File: config.mk
export PLATFORM = sky130hd
export DESIGN_NAME = host_snoop_gen
export DESIGN_NICKNAME = d
export VERILOG_FILES = /design/src/rtl/snp_pkg.sv /design/src/rtl/snp_window.sv /design/src/rtl/snp_ctrl.sv /design/src/rtl/snp_attr.sv /design/src/rtl/host_snoop_gen.sv
export SDC_FILE = /design/constraint.sdc
export NUM_CORES = 1
export LEC_CHECK = 0
export BUFFER_PORTS_ARGS = -buffer_cell sky130_fd_sc_hd__buf_2
export CELL_PAD_IN_SITES_DETAIL_PLACEMENT = 2
export CELL_PAD_IN_SITES_GLOBAL_PLACEMENT = 2
export CORE_ASPECT_RATIO = 1.5
export CORE_MARGIN = 2
export CORE_UTILIZATION = 25
export DETAILED_ROUTE_END_ITERATION = 8
export PLACE_DENSITY_LB_ADDON = 0.1
export SLEW_MARGIN = 15
export SYNTH_ARGS = -nofsm -noshare
export SYNTH_HDL_FRONTEND = slang
export SYNTH_SLANG_ARGS = --single-unit
File: constraint.sdc
create_clock -name clk -period 1.7 [get_ports clk]
set_input_delay 0.255 -clock clk [delete_from_list [all_inputs] [get_ports clk]]
set_output_delay 0.255 -clock clk [all_outputs]
set_load 0.005 [all_outputs]
File: src/rtl/snp_pkg.sv
package snp_pkg;

    typedef enum logic [2:0] {
        ST_IDLE,
        ST_START,
        ST_AACK,
        ST_WIN,
        ST_RETRY
    } snp_state_t;

    typedef enum logic [1:0] {
        OUT_NONE,
        OUT_GO,
        OUT_RETRY,
        OUT_ABORT
    } snp_outcome_t;

    typedef struct packed {
        logic       ts_n;
        logic       tbst_n;
        logic [2:0] tsize;
        logic [3:0] tt;
    } host_ctl_t;

    localparam logic [2:0] TSIZE_WORD = 3'b100;
    localparam logic [3:0] TT_SNOOP_RD = 4'b0101;
    localparam logic [3:0] TT_SNOOP_WR = 4'b0001;

    function automatic logic [3:0] snoop_tt(input logic wr);
        return wr ? TT_SNOOP_WR : TT_SNOOP_RD;
    endfunction

    function automatic snp_outcome_t resolve(input logic noncache, input logic hit);
        if (noncache) return OUT_ABORT;
        if (hit)      return OUT_RETRY;
        return OUT_GO;
    endfunction

endpackage

File: src/rtl/snp_window.sv
module snp_window #(
    parameter int WIN = 2
) (
    input  logic clk,
    input  logic rst,
    input  logic start,
    input  logic artry_n,
    output logic done,
    output logic hit
);
    localparam int CW = (WIN > 1) ? $clog2(WIN) : 1;
    localparam logic [CW-1:0] LAST = CW'(WIN - 1);

    logic          active;
    logic [CW-1:0] cnt;
    logic          hit_q;

    assign done = active && (cnt == LAST);
    assign hit  = hit_q | (active & ~artry_n);

    always_ff @(posedge clk) begin
        if (rst) begin
            active <= 1'b0;
            cnt    <= '0;
            hit_q  <= 1'b0;
        end else if (start) begin
            active <= 1'b1;
            cnt    <= '0;
            hit_q  <= 1'b0;
        end else if (active) begin
            hit_q <= hit;
            cnt   <= cnt + 1'b1;
            if (done) active <= 1'b0;
        end
    end
endmodule

File: src/rtl/snp_ctrl.sv
module snp_ctrl
    import snp_pkg::*;
#(
    parameter int AW = 32
) (
    input  logic          clk,
    input  logic          rst,
    input  logic          acc_req,
    input  logic          acc_write,
    input  logic [AW-1:0] acc_addr,
    input  logic          host_aack,
    input  logic          win_done,
    input  logic          win_hit,
    input  logic          retry_ack,
    input  logic          wb_done,
    output snp_state_t    state,
    output logic          win_start,
    output logic          cur_write,
    output logic [AW-1:0] cur_addr,
    output logic          proceed,
    output logic          abort,
    output logic          retry_req,
    output logic          ready
);
    logic ack_seen, wb_seen, ack_now, wb_now;

    assign win_start = (state == ST_AACK) && host_aack;
    assign ack_now   = ack_seen | retry_ack;
    assign wb_now    = wb_seen | wb_done;
    assign retry_req = (state == ST_RETRY) && !ack_seen;
    assign ready     = (state == ST_IDLE);

    always_ff @(posedge clk) begin
        if (rst) begin
            state     <= ST_IDLE;
            cur_write <= 1'b0;
            cur_addr  <= '0;
            proceed   <= 1'b0;
            abort     <= 1'b0;
            ack_seen  <= 1'b0;
            wb_seen   <= 1'b0;
        end else begin
            proceed <= 1'b0;
            abort   <= 1'b0;
            unique case (state)
                ST_IDLE: if (acc_req) begin
                    cur_write <= acc_write;
                    cur_addr  <= acc_addr;
                    state     <= ST_START;
                end
                ST_START: state <= ST_AACK;
                ST_AACK:  if (host_aack) state <= ST_WIN;
                ST_WIN: if (win_done) begin
                    unique case (resolve(cur_addr[AW-1], win_hit))
                        OUT_ABORT: begin abort   <= 1'b1; state <= ST_IDLE; end
                        OUT_RETRY: begin
                            ack_seen <= 1'b0;
                            wb_seen  <= 1'b0;
                            state    <= ST_RETRY;
                        end
                        default:   begin proceed <= 1'b1; state <= ST_IDLE; end
                    endcase
                end
                ST_RETRY: begin
                    ack_seen <= ack_now;
                    wb_seen  <= wb_now;
                    if (ack_now && wb_now) state <= ST_IDLE;
                end
                default: state <= ST_IDLE;
            endcase
        end
    end
endmodule

File: src/rtl/snp_attr.sv
module snp_attr
    import snp_pkg::*;
#(
    parameter int AW = 32
) (
    input  snp_state_t    state,
    input  logic          cur_write,
    input  logic [AW-1:0] cur_addr,
    output host_ctl_t     ctl,
    output logic [AW-1:0] addr
);
    logic in_addr_phase;

    assign in_addr_phase = (state == ST_START) || (state == ST_AACK);

    always_comb begin
        ctl.ts_n   = (state != ST_START);
        ctl.tbst_n = 1'b1;
        ctl.tsize  = in_addr_phase ? TSIZE_WORD : 3'b000;
        ctl.tt     = in_addr_phase ? snoop_tt(cur_write) : 4'b0000;
        addr       = in_addr_phase ? cur_addr : '0;
    end
endmodule

File: src/rtl/host_snoop_gen.sv
module host_snoop_gen
    import snp_pkg::*;
#(
    parameter int AW        = 32,
    parameter int ARTRY_WIN = 2
) (
    input  logic          clk,
    input  logic          rst,
    input  logic          acc_req,
    input  logic          acc_write,
    input  logic [AW-1:0] acc_addr,
    output logic          acc_ready,
    input  logic          host_aack,
    input  logic          host_artry_n,
    input  logic          retry_ack,
    input  logic          wb_done,
    output logic          host_ts_n,
    output logic          host_tbst_n,
    output logic [2:0]    host_tsize,
    output logic [3:0]    host_tt,
    output logic [AW-1:0] host_addr,
    output logic          snoop_proceed,
    output logic          snoop_retry_req,
    output logic          snoop_abort
);
    snp_state_t    state;
    logic          win_start, win_done, win_hit, cur_write;
    logic [AW-1:0] cur_addr;
    host_ctl_t     ctl;

    snp_ctrl #(.AW(AW)) u_ctrl (
        .clk(clk), .rst(rst),
        .acc_req(acc_req), .acc_write(acc_write), .acc_addr(acc_addr),
        .host_aack(host_aack), .win_done(win_done), .win_hit(win_hit),
        .retry_ack(retry_ack), .wb_done(wb_done),
        .state(state), .win_start(win_start),
        .cur_write(cur_write), .cur_addr(cur_addr),
        .proceed(snoop_proceed), .abort(snoop_abort),
        .retry_req(snoop_retry_req), .ready(acc_ready)
    );

    snp_window #(.WIN(ARTRY_WIN)) u_win (
        .clk(clk), .rst(rst), .start(win_start), .artry_n(host_artry_n),
        .done(win_done), .hit(win_hit)
    );

    snp_attr #(.AW(AW)) u_attr (
        .state(state), .cur_write(cur_write), .cur_addr(cur_addr),
        .ctl(ctl), .addr(host_addr)
    );

    assign host_ts_n   = ctl.ts_n;
    assign host_tbst_n = ctl.tbst_n;
    assign host_tsize  = ctl.tsize;
    assign host_tt     = ctl.tt;
endmodule

## Yosys cells after proc, flatten, opt, wreduce, memory -nomap -nowiden

Cells that the tools add are included.

| cells by class | value |
|---|---|
| div/mod/pow operators | 0 |
| $lt $le $gt $ge | 0 |
| muxes and demuxes | 35 |
| add/subtract/negate cells | 1 |
| shift operators | 0 |
| bitwise gates (word level) | 7 |
| reduce and logical (&&, ||, !) cells | 14 |
| multiply operators | 0 |
| equal/unequal tests | 12 |

Operators with widths:

| kind | number |
|---|---|
| 32-bit 2-to-1 mux | 1 |
| 3-bit 2-to-1 mux | 7 |
| 1-bit 2-to-1 mux | 16 |
| 3-bit case mux with 5 select lines | 1 |
| 2-bit 2-to-1 mux | 7 |
| 3-bit by 2-bit equality test with 1-bit output (second input constant) | 2 |
| 2-bit != test (second input constant) | 3 |
| 2-bit equality test (second input constant) | 2 |
| 1-bit logical AND | 4 |
| 4-bit 2-to-1 mux | 1 |
| 2-bit by 1-bit != test with 1-bit output (second input constant) | 2 |
| 1-bit case mux with 2 select lines | 2 |
| 4-bit AND reduction | 1 |
| 2-bit OR reduction | 2 |
| 3-bit by 1-bit equality test with 1-bit output (second input constant) | 1 |
| 3-bit equality test (second input constant) | 1 |
| 3-bit logical NOT | 1 |
| 3-bit by 1-bit != test with 1-bit output (second input constant) | 1 |
| 1-bit inverter | 3 |
| 1-bit bitwise OR | 3 |
| 3-bit AND reduction | 1 |
| 3-bit OR reduction | 1 |
| 2-bit AND reduction | 1 |
| 2-bit nonzero test | 1 |
| other kinds (4) | 4 |

| storage, ports and cells | value |
|---|---|
| latch bits | 0 |
| logic and storage cells | 79 |
| memories | 0 |
| flip-flop bits (word level) | 43 |
| memory bits (writable) | 0 |
| input bits | 40 |
| bits in read-only memories | 0 |
| output and inout port bits | 45 |

## Logic depth before layout (Yosys ltp)

Gate-level depths: netlist of run 1.

| depth | value |
|---|---|
| word-level depth | 17 |
| depth in mapped cells | 6 |
| gate-level depth less buffers | 3 |

## By module

A second synthesis of run 1 with hierarchy kept.

| unflattened totals | value |
|---|---|
| cell total of the unflattened synthesis | 246 |
| area, all modules | 2,169.6 µm² |

Modules (own cells, without submodules):

| module | sequential area each (µm²) | area each (µm²) | times used | cells an instance |
|---|---|---|---|---|
| snp_ctrl | 800.8 | 1,519.0 | 1 | 181 |
| snp_attr | 0.0 | 531.8 | 1 | 52 |
| snp_window | 60.1 | 118.9 | 1 | 13 |

## Least setup slack after synthesis of run 1

No wires, ideal clock.

| timing path | value |
|---|---|
| path type | reg2reg |
| start point | register u_ctrl.state[0] |
| end point | register u_ctrl.cur_addr[10] |
| path slack | 0.276 ns |
| arrival time | 1.292 ns |
| library setup time | 0.132 ns |
| path buffers | 3 |
| cell stages (with the launch flop) | 7 |
| cell sequence | dfxtp_1 > buf_6 > or4b_4 > buf_6 > buf_8 > nand2_1 > a21oi_1 |

| on the way | value |
|---|---|
| cells in the longest elaborated chain, start to end | 2 |

RTL lines:

| element | RTL line | text |
|---|---|---|
| start: declaration | snp_ctrl.sv:16 | `output snp_state_t state,` |
| start signal: assignment | snp_ctrl.sv:35 | `state <= ST_IDLE;` |
| start signal: assignment | snp_ctrl.sv:49 | `state <= ST_START;` |
| start signal: assignment | snp_ctrl.sv:51 | `ST_START: state <= ST_AACK;` |
| 3-bit logical NOT | snp_ctrl.sv:45 | `unique case (state)` |
| 2-bit AND reduction (no line) | n/a |  |
| end signal: assignment | snp_ctrl.sv:48 | `cur_addr <= acc_addr;` |
| end: declaration | snp_ctrl.sv:19 | `output logic [AW-1:0] cur_addr,` |

No other way between the ends.
A chain may end at the register's enable or synchronous reset.

## Worst setup path in the final report of run 1

| timing path | value |
|---|---|
| start point | register u_ctrl.state[0] |
| end point | output host_addr[14] |

| on the way | value |
|---|---|
| cells in the longest elaborated chain, start to end | 3 |
| elaborated cells between the ends (all ways) | 4 |

RTL lines:

| element | RTL line | text |
|---|---|---|
| 3-bit by 1-bit equality test with 1-bit output or 3-bit by 2-bit equality test with 1-bit output (tied branches) | snp_attr.sv:14 | `assign in_addr_phase = (state == ST_START) \|\| (state == ST_AACK);` |
| 1-bit logical OR (*) | snp_attr.sv:14 |  |
| 32-bit 2-to-1 mux (*) | snp_attr.sv:21 | `addr = in_addr_phase ? cur_addr : '0;` |
| end: declaration | host_snoop_gen.sv:21 | `output logic [AW-1:0] host_addr,` |

Every way passes the cells marked *; elsewhere a longest branch is shown, timed or not.

==> metrics.csv, run 1 <==
metric;value;unit
cts_sinks;43;
setup_violations;0;
synth_area_leaders;dfxtp_1, nand2_1, and2_1;
die_x;75.8;um
drc_errors;0;
io_pins;85;
slew_violations;0;
arrival;1.41;ns
rrSetupSlack;0.06;ns
grt_pass1_wl;9110;um
wl_per_cell;14.3;um
nets;356;
path_max_fanout;17;
synth_top_family_by_area;simple AND/OR/NAND/NOR gates;
cp-end-kind;output port;
synth-compound-area-share;0.117;
antenna_found_initial;0;
wl;5980;um
largest_reg_flops;32;
overflow;0;
synth.top_cell.area_share;0.445;
yosys_warnings;0;
portBuffers;79;
grt_pass1_vias;1868;
fin_crit_sh;0.981;
ys_types;31;
dp_cells;407;
dr.first_iter.drc_count;37;
diodes;0;
rows;39;
maxCapViolCount;0;
yosysSeqAreaShare;0.445;
ir_drop;406;uV
total_leakage_power;0.00127;uW
start_kind;flop;
cts_root_buf;clkbuf_16;
yosys.area_share.simple;0.323;
cts-hold-fix-buffers;0;
r2r_start;u_ctrl.state[2];
regMostFlops;u_ctrl.cur_addr;
die_height;112;um
vias_per_cell;4.39;
dpl.hpwl;4050;um
final_common_cell;nand2_1;
status;completed;
cts_tree;yes;
vias;1840;
finalNonFillerCells;419;
cts.reportedPaths.clkPinSlew;0.06;ns
syn_avg_cell_area;8.03;um2
drive_above_1_share;0.435;
dp_slack;-0.274;ns
synth_cells;241;
layout_min_cycle_time;1.67;ns
path_class;flop to output port;
dr.pass1.iters;3;
whs_path_depth;3;
finClkSkew;0.00286;ns
cts_buffer_depth;2;
cts_inserted_buffers;5;
finalHoldViolCount;0;
rsz0062_at_grt;true;
startpoint;u_ctrl.state[0];
r2r.worst_path.cells;4;
synth-xor-area-share;0.00905;
clock_latency;0.28;ns
place_congestion;0.705;
grt_start_max_net_pins;34;
required;1.44;ns
synth_top_area_cell;dfxtp_1;
synth_fa_ha_area_frac;0;
hp-class;input port to flop;
htree_levels;2;
initial_utilization;0.256;
final_cell_mix;nand2_1, buf_2, dfxtp_1;
powerDensity;929;nW/um2
layout_setup_ws;0.0321;ns
grt_use_total;0.141;
min_from;acc_addr[2];
largestRegisters;u_ctrl.cur_addr: 32 flops, u_ctrl.state: 3 flops;
dieArea;8480;um2
timing.hold.ws;0.208;ns
ys_ff_latch;43;
fmax;600;MHz
coreArea;7560;um2
syn-cell-area;1940;um2
antenna_left;0;
areaGrowthSynthToFinish;44.9;%
synth_mux_area_frac;0.00517;
through the flow:
stage	utilization	TNS, ns	total power (uW)	area, um2
finish	0.371	0	2610	2800
global route	0.371	-0.294	2760	2800
CTS	0.339	-0.0111	2580	2560
detailed placement	0.310	-8.33	1520	2350
global placement	0.310	-8.39	1510	2350
floorplan	-	0	1390	1950
area by class of cell:
| class | count | area [um2] |
|---|---|---|
| fill | 882 | 4760 |
| multi-input combinational | 174 | 1010 |
| sequential | 43 | 870 |
| timing repair buffer | 89 | 632 |
| clock buffer | 8 | 156 |
| tap | 102 | 128 |
| inverter | 3 | 11.3 |
synthesized netlist by cell type:
cell / count
nor3_1: 4
xnor2_1: 2
and4b_1: 1
nand2_1: 67
and4bb_2: 1
buf_2: 4
o32ai_1: 2
inv_1: 3
and2_1: 32
nand2b_1: 2
mux2i_1: 1
nor2b_1: 1
a21oi_1: 35
o22ai_1: 1
o21a_1: 1
nor2_1: 8
clkbuf_1: 8
nor4_1: 1
buf_6: 2
o21ba_2: 1
nand2_2: 1
nor4b_4: 1
conb_1: 2
and3_1: 2
and4_2: 1
buf_8: 3
o211a_1: 1
dfxtp_1: 43
or4b_4: 1
or3b_2: 1
buf_4: 8
final timing paths:
path / endpoint
worst max-delay path: host_addr[14]
worst min-delay path: u_ctrl.cur_addr[2]
worst max register to register: u_ctrl.cur_addr[21]
worst min register to register: u_ctrl.cur_addr[23]
logic make-up (layout without fill, tap and decap cells):
logic type,Yosys count,after routing
compound gates,41,41
mux,1,1
xor+xnor,2,2
simple gates,124,125
buf+inv,28,100
flops,43,43
other cells,2,5
per-layer routing:
layer | global-route usage | part of all wire
met5 | 0 | 0
met4 | 0.0421 | 0.0099
met3 | 0.0281 | 0.042
met2 | 0.252 | 0.55
met1 | 0.163 | 0.39
power by group:
| group | switching, uW | total [uW] | internal (uW) |
|---|---|---|---|
| combinational | 254 | 504 | 250 |
| sequential | 39.3 | 1110 | 1070 |
| clock | 367 | 992 | 625 |
| total | 661 | 2610 | 1950 |
critical path: stages (launching register included):
cell     delay [ns]
dfxtp_4        0.36
xnor2_4        0.27
nor2_4         0.08
buf_12         0.15
and2_1         0.15
buf_2          0.12
what timing repair did:
item                                    CTS  global route
endpoints found under the hold margin     0             0
endpoints found under the setup margin   34            54
buffers inserted                          2             1
pin swaps                                 4            16
resized for setup                         8            55
gates cloned                              1             0
Power figures use the tool's default switching activity.
==> run 2: changes to the inputs <==
Settings changed: CORE_UTILIZATION 25 to 27, SYNTH_HIERARCHICAL set to 1.
==> run 2 against run 1 <==
  * Core utilization fell by 0.87 points
  * Sequential power barely moved
  * Clock power hardly changed
  * Critical path type unchanged
  * Largest cell class unchanged
  * Largest power group unchanged
  * Highest routed layer unchanged
==> metrics.csv, run 2 <==
metric;value;unit;change
required;1.44;ns;about the same
overflow;0;;unchanged
hp-class;input port to flop;;unchanged
drc_errors;0;;unchanged
path_class;flop to output port;;unchanged
cts.reportedPaths.clkPinSlew;0.06;ns;about the same
synth_edf_count;0;;unchanged
cts_tree;yes;;unchanged
status;completed;;unchanged
synth_cells;246;;was 241
hold_end;u_ctrl/cur_addr[28];;was u_ctrl.cur_addr[2]
ys_ff_latch;43;;unchanged
reg2reg_to;u_ctrl/cur_addr[22];;was u_ctrl.cur_addr[21]
wl_met3;277;um;was 250 um
regMostFlops;u_ctrl/cur_addr;;was u_ctrl.cur_addr
slew_violations;0;;unchanged
cts_buffer_depth;2;;unchanged
coreArea;7910;um2;was 7560 um2
rsz0062_at_grt;true;;unchanged
layout_min_cycle_time;1.65;ns;was 1.67 ns
dp_cells;417;;was 407
total_leakage_power;0.00123;uW;was 0.00127 uW
highest_layer;met4;;unchanged
wl_met2;3420;um;was 3310 um
timing.hold.ws;0.216;ns;was 0.208 ns
grt_start_max_net_pins;34;;unchanged
dr.first_iter.drc_count;96;;was 37
wl_met1;2500;um;was 2360 um
clock_latency;0.28;ns;about the same
finClkSkew;0.00397;ns;was 0.00286 ns
die_height;114;um;was 112 um
finalNonFillerCells;429;;was 419
antenna_found_initial;0;;unchanged
ir_drop;403;uV;was 406 uV
largest_reg_flops;32;;unchanged
r2r_start;u_ctrl/state[0];;was u_ctrl.state[2]
portBuffers;79;;unchanged
grt_pass1_wl;10300;um;was 9110 um
drive_above_1_share;0.444;;was 0.435
r2r.worst_path.cells;3;;was 4
place_congestion;0.711;;was 0.705
whs_path_depth;3;;unchanged
htree_levels;2;;unchanged
initial_utilization;0.274;;was 0.256
synth_top_cells_by_count;nand2_1, dfxtp_1, a21oi_1, nor3b_2, buf_4;;was nand2_1, dfxtp_1, a21oi_1, and2_1
synth_area_leaders;dfxtp_1, nor3b_2, nand2_1;;was dfxtp_1, nand2_1, and2_1
synth.top_cell.area_share;0.397;;was 0.445
largestRegisters;u_ctrl/cur_addr: 32 flops, u_ctrl/state: 3 flops;;was u_ctrl.cur_addr: 32 flops, u_ctrl.state: 3 flops
wl;6240;um;was 5980 um
synth_top_area_cell;dfxtp_1;;unchanged
synth_ff_type;dfxtp_1;;unchanged
maxCapViolCount;0;;unchanged
dpl.hpwl;4480;um;was 4050 um
fmax;607;MHz;was 600 MHz
rows;40;;was 39
yosys_warnings;6;;was 0
placed_area;2640;um2;was 2350 um2
rrSetupSlack;0.21;ns;was 0.06 ns
start_kind;flop;;unchanged
cts_root_buf;clkbuf_16;;unchanged
fin_crit_sh;0.970;;was 0.981
diodes;0;;unchanged
final_common_cell;buf_2;;was nand2_1
vias;1936;;was 1,840
wl_per_cell;14.6;um;was 14.3 um
antenna_left;0;;unchanged
final_cell_mix;buf_2, nand2_1, dfxtp_1;;was nand2_1, buf_2, dfxtp_1
cts-hold-fix-buffers;0;;unchanged
nets;363;;was 356
setup_tns;0;ns;unchanged
synthArstFlopShare;0;;unchanged
powerDensity;916;nW/um2;was 929 nW/um2
cts_sinks;43;;unchanged
grt_pass1_vias;2145;;was 1,868
io_pins;85;;unchanged
dr.pass1.iters;3;;unchanged
arrival;1.39;ns;was 1.41 ns
syn-cell-area;2170;um2;was 1940 um2
p_total;2620;uW;was 2610 uW
areaGrowthSynthToFinish;31.9;%;was 44.9%
die_x;77.2;um;was 75.8 um
grt_use_total;0.148;;was 0.141
stdcell_area;2860;um2;was 2800 um2
ys_types;34;;was 31
dieArea;8780;um2;was 8480 um2
cts_inserted_buffers;5;;unchanged
path_max_fanout;8;;was 17
finalHoldViolCount;0;;unchanged
cp-end-kind;output port;;unchanged
min_from;acc_addr[28];;was acc_addr[2]
setup_violations;0;;unchanged
yosysSeqAreaShare;0.397;;was 0.445
fill_cells;972;;was 882
yosys.cell_count.top_type;nand2_1;;unchanged
vias_per_cell;4.51;;was 4.39
syn_avg_cell_area;8.82;um2;was 8.03 um2
[run 2: cell count changes in the layout (fill, tap and decap cells not counted), moves of 22 or more]
cell / delta
buf_6: -22
nor3b_2: +30
buf_2: +22
and2_4: -29
[run 2: layout make-up]
class | count | area (um2) | area share
inverters | 1 | 3.75 | 0.00131
multi-input cells | 178 | 1130 | 0.396
well taps | 105 | 131 | 0.0459
clock buffers | 8 | 156 | 0.0546
repair buffers | 94 | 569 | 0.199
flip-flops and latches | 43 | 870 | 0.304
[run 2: where the power goes]
part	internal, uW	switching [uW]	total, uW
sequential	1070	40.4	1110
clock	626	376	1000
combinational	242	266	507
[run 2: worst max path at each step]
stage	endpoint	depth (start not counted)	slack, ns	from
final	host_ts_n	3	0.05	u_ctrl/state[2]
after global routing	host_addr[17]	4	-0.01	u_ctrl/state[1]
after CTS	host_ts_n	3	0.02	u_ctrl/state[0]
after detailed placement	u_ctrl/cur_addr[27]	3	0.16	u_ctrl/state[0]
after floorplan	u_ctrl/cur_addr[10]	6	0.20	u_ctrl/state[1]
after global placement	u_ctrl/cur_addr[28]	3	0.18	u_ctrl/state[0]
[run 2: metal layers]
| layer | vias to the layer above | GRT usage |
|---|---|---|
| met3 | 2 | 0.0388 |
| li1 | 956 | - |
| met1 | 934 | 0.158 |
| met2 | 44 | 0.283 |
| met5 | - | 0 |
| met4 | 0 | 0.0429 |
[run 2: critical path, cell delays in order, from the launching register on]
cell	delay, ns
dfxtp_2	0.37
buf_6	0.16
or3b_2	0.45
buf_2	0.14
[run 2: cells by family (layout without fill, tap and decap cells)]
family	after synthesis	count (layout)	share of synthesized area
DFF	43	43	0.397
and+or+nand+nor	129	129	0.388
xor gates and xnor gates	2	2	0.0115
buffers and inverters	28	103	0.0986
other	2	5	0.00346
AOI/OAI and AO/OA	41	41	0.0969
muxes	1	1	0.00461
[run 2: through the flow]
| step | util | setup WS, ns |
|---|---|---|
| floorplan | - | 0.202 |
| global placement | 0.334 | 0.181 |
| detailed placement | 0.334 | 0.156 |
| CTS | 0.358 | 0.0209 |
| global route | 0.362 | -0.0134 |
| finish | 0.362 | 0.0516 |
[run 2: what timing repair did]
item                       4_1_cts  5_1_grt
pin swaps                        1        7
buffers inserted                 3        1
setup endpoints to repair       31       33
gates resized for setup          5        6
==> run 3: changes to the inputs <==
Settings changed: RECOVER_POWER set to 50.
==> run 3 against run 2 <==
  * Clock-buffer cell count is the same
  * Highest routed layer unchanged
  * Largest power group unchanged
  * Final area is essentially flat
  * Global-route usage is the same
  * Core utilization is essentially flat
  * Clock skew is essentially flat
==> metrics.csv, run 3 (synthesized netlist as in run 2, its figures left out) <==
metric;value;unit;change
wl_per_cell;14.5;um;was 14.6 um
regMostFlops;u_ctrl/cur_addr;;unchanged
final_core_util;0.362;;about the same
required;1.44;ns;about the same
clock_latency;0.28;ns;about the same
largest_reg_flops;32;;unchanged
slew_violations;0;;unchanged
largestRegisters;u_ctrl/cur_addr: 32 flops, u_ctrl/state: 3 flops;;unchanged
setup_tns;0;ns;unchanged
setup_violations;0;;unchanged
io_pins;85;;unchanged
rows;40;;unchanged
p_total;2620;uW;about the same
path_max_fanout;8;;unchanged
overflow;0;;unchanged
antenna_found_initial;0;;unchanged
fill_cells;974;;was 972
grt_pass1_wl;10300;um;unchanged
vias;1933;;was 1,936
grt_start_max_net_pins;34;;unchanged
multiInputGateArea;1130;um2;unchanged
areaGrowthSynthToFinish;31.8;%;was 31.9%
timing.hold.ws;0.216;ns;unchanged
finalHoldViolCount;0;;unchanged
portBuffers;79;;unchanged
total_leakage_power;0.00122;uW;was 0.00123 uW
die_height;114;um;unchanged
placed_area;2640;um2;unchanged
cts_root_buf;clkbuf_16;;unchanged
cts_buffer_depth;2;;unchanged
final_common_cell;buf_2;;unchanged
status;completed;;unchanged
vias_per_cell;4.51;;about the same
rsz0062_at_grt;true;;unchanged
final_cell_mix;buf_2, nand2_1, dfxtp_1;;unchanged
finClkSkew;0.00400;ns;was 0.00397 ns
layout_min_cycle_time;1.65;ns;about the same
stdcell_area;2860;um2;about the same
grt_pass1_vias;2145;;unchanged
initial_utilization;0.274;;unchanged
cts.reportedPaths.clkPinSlew;0.06;ns;about the same
dpl.hpwl;4480;um;unchanged
hp-class;input port to flop;;unchanged
path_class;flop to output port;;unchanged
grt_use_total;0.148;;unchanged
fmax;607;MHz;about the same
wl;6240;um;about the same
ir_drop;403;uV;about the same
powerDensity;916;nW/um2;about the same
cts_tree;yes;;unchanged
cts_inserted_buffers;5;;unchanged
drc_errors;0;;unchanged
cts-hold-fix-buffers;0;;unchanged
die_x;77.2;um;unchanged
coreArea;7910;um2;unchanged
dieArea;8780;um2;unchanged
arrival;1.39;ns;about the same
place_congestion;0.711;;unchanged
dr.first_iter.drc_count;92;;was 96
antenna_left;0;;unchanged
dr.pass1.iters;3;;unchanged
start_kind;flop;;unchanged
cp-end-kind;output port;;unchanged
cts_sinks;43;;unchanged
diodes;0;;unchanged
fin_crit_sh;0.970;;about the same
regArea;870;um2;unchanged
htree_levels;2;;unchanged
maxCapViolCount;0;;unchanged
nets;363;;unchanged
drive_above_1_share;0.438;;was 0.444
run 3: changes by cell type in the layout (fill, tap and decap cells not counted):
cell      before  now
buf_2         79   77
clkbuf_1       1    3
run 3: repair_timing:
action / in CTS / in global routing
endpoints found under the hold margin: 0 / 0
endpoints found under the setup margin: 31 / 33
pin swaps: 1 / 7
resized for setup: 5 / 6
buffers inserted: 3 / 1
cloned: 0 / 0
run 3: worst max-delay path: stages, from the launching register on:
cell     delay (ns)
dfxtp_2        0.37
buf_6          0.16
or3b_2         0.45
buf_2          0.14
run 3: area by class of cell:
cell class / instances / share of cell area
sequential: 43 / 0.304
inverter: 1 / 0.00131
timing repair buffer: 94 / 0.198
multi-input combinational: 178 / 0.396
tap: 105 / 0.0459
clock buffer: 8 / 0.0547
run 3: power breakdown:
group	total (uW)	internal, uW	switching (uW)	leakage (uW)
Combinational	507	242	265	0.000791
Clock	1000	626	376	0.0000772
Sequential	1110	1070	40.4	0.000354
Total	2620	1940	682	0.00122
run 3: worst paths after layout:
check	to	slack [ns]	from	depth (start not counted)
worst max-delay path	host_ts_n	0.05	u_ctrl/state[2]	3
worst min-delay path	u_ctrl/cur_addr[28]	0.22	acc_addr[28]	3
worst max register to register	u_ctrl/cur_addr[22]	0.21	u_ctrl/state[0]	3
worst min register to register	u_ctrl/cur_addr[30]	0.45	u_ctrl/cur_addr[30]	2
run 3: stage by stage:
| stage | std cells | worst slack [ns] |
|---|---|---|
| after detailed placement | 417 | 0.156 |
| after global routing | 429 | -0.0134 |
| after floorplan | 249 | 0.202 |
| final | 429 | 0.0516 |
| after global placement | 417 | 0.181 |
| after CTS | 428 | 0.0209 |
run 3: routing by layer:
layer | GRT usage | up-vias | part of all wire
met5 | 0 | - | 0
met2 | 0.283 | 44 | 0.55
li1 | - | 956 | -
met1 | 0.158 | 931 | 0.40
met4 | 0.0429 | 0 | 0.0069
met3 | 0.0388 | 2 | 0.046
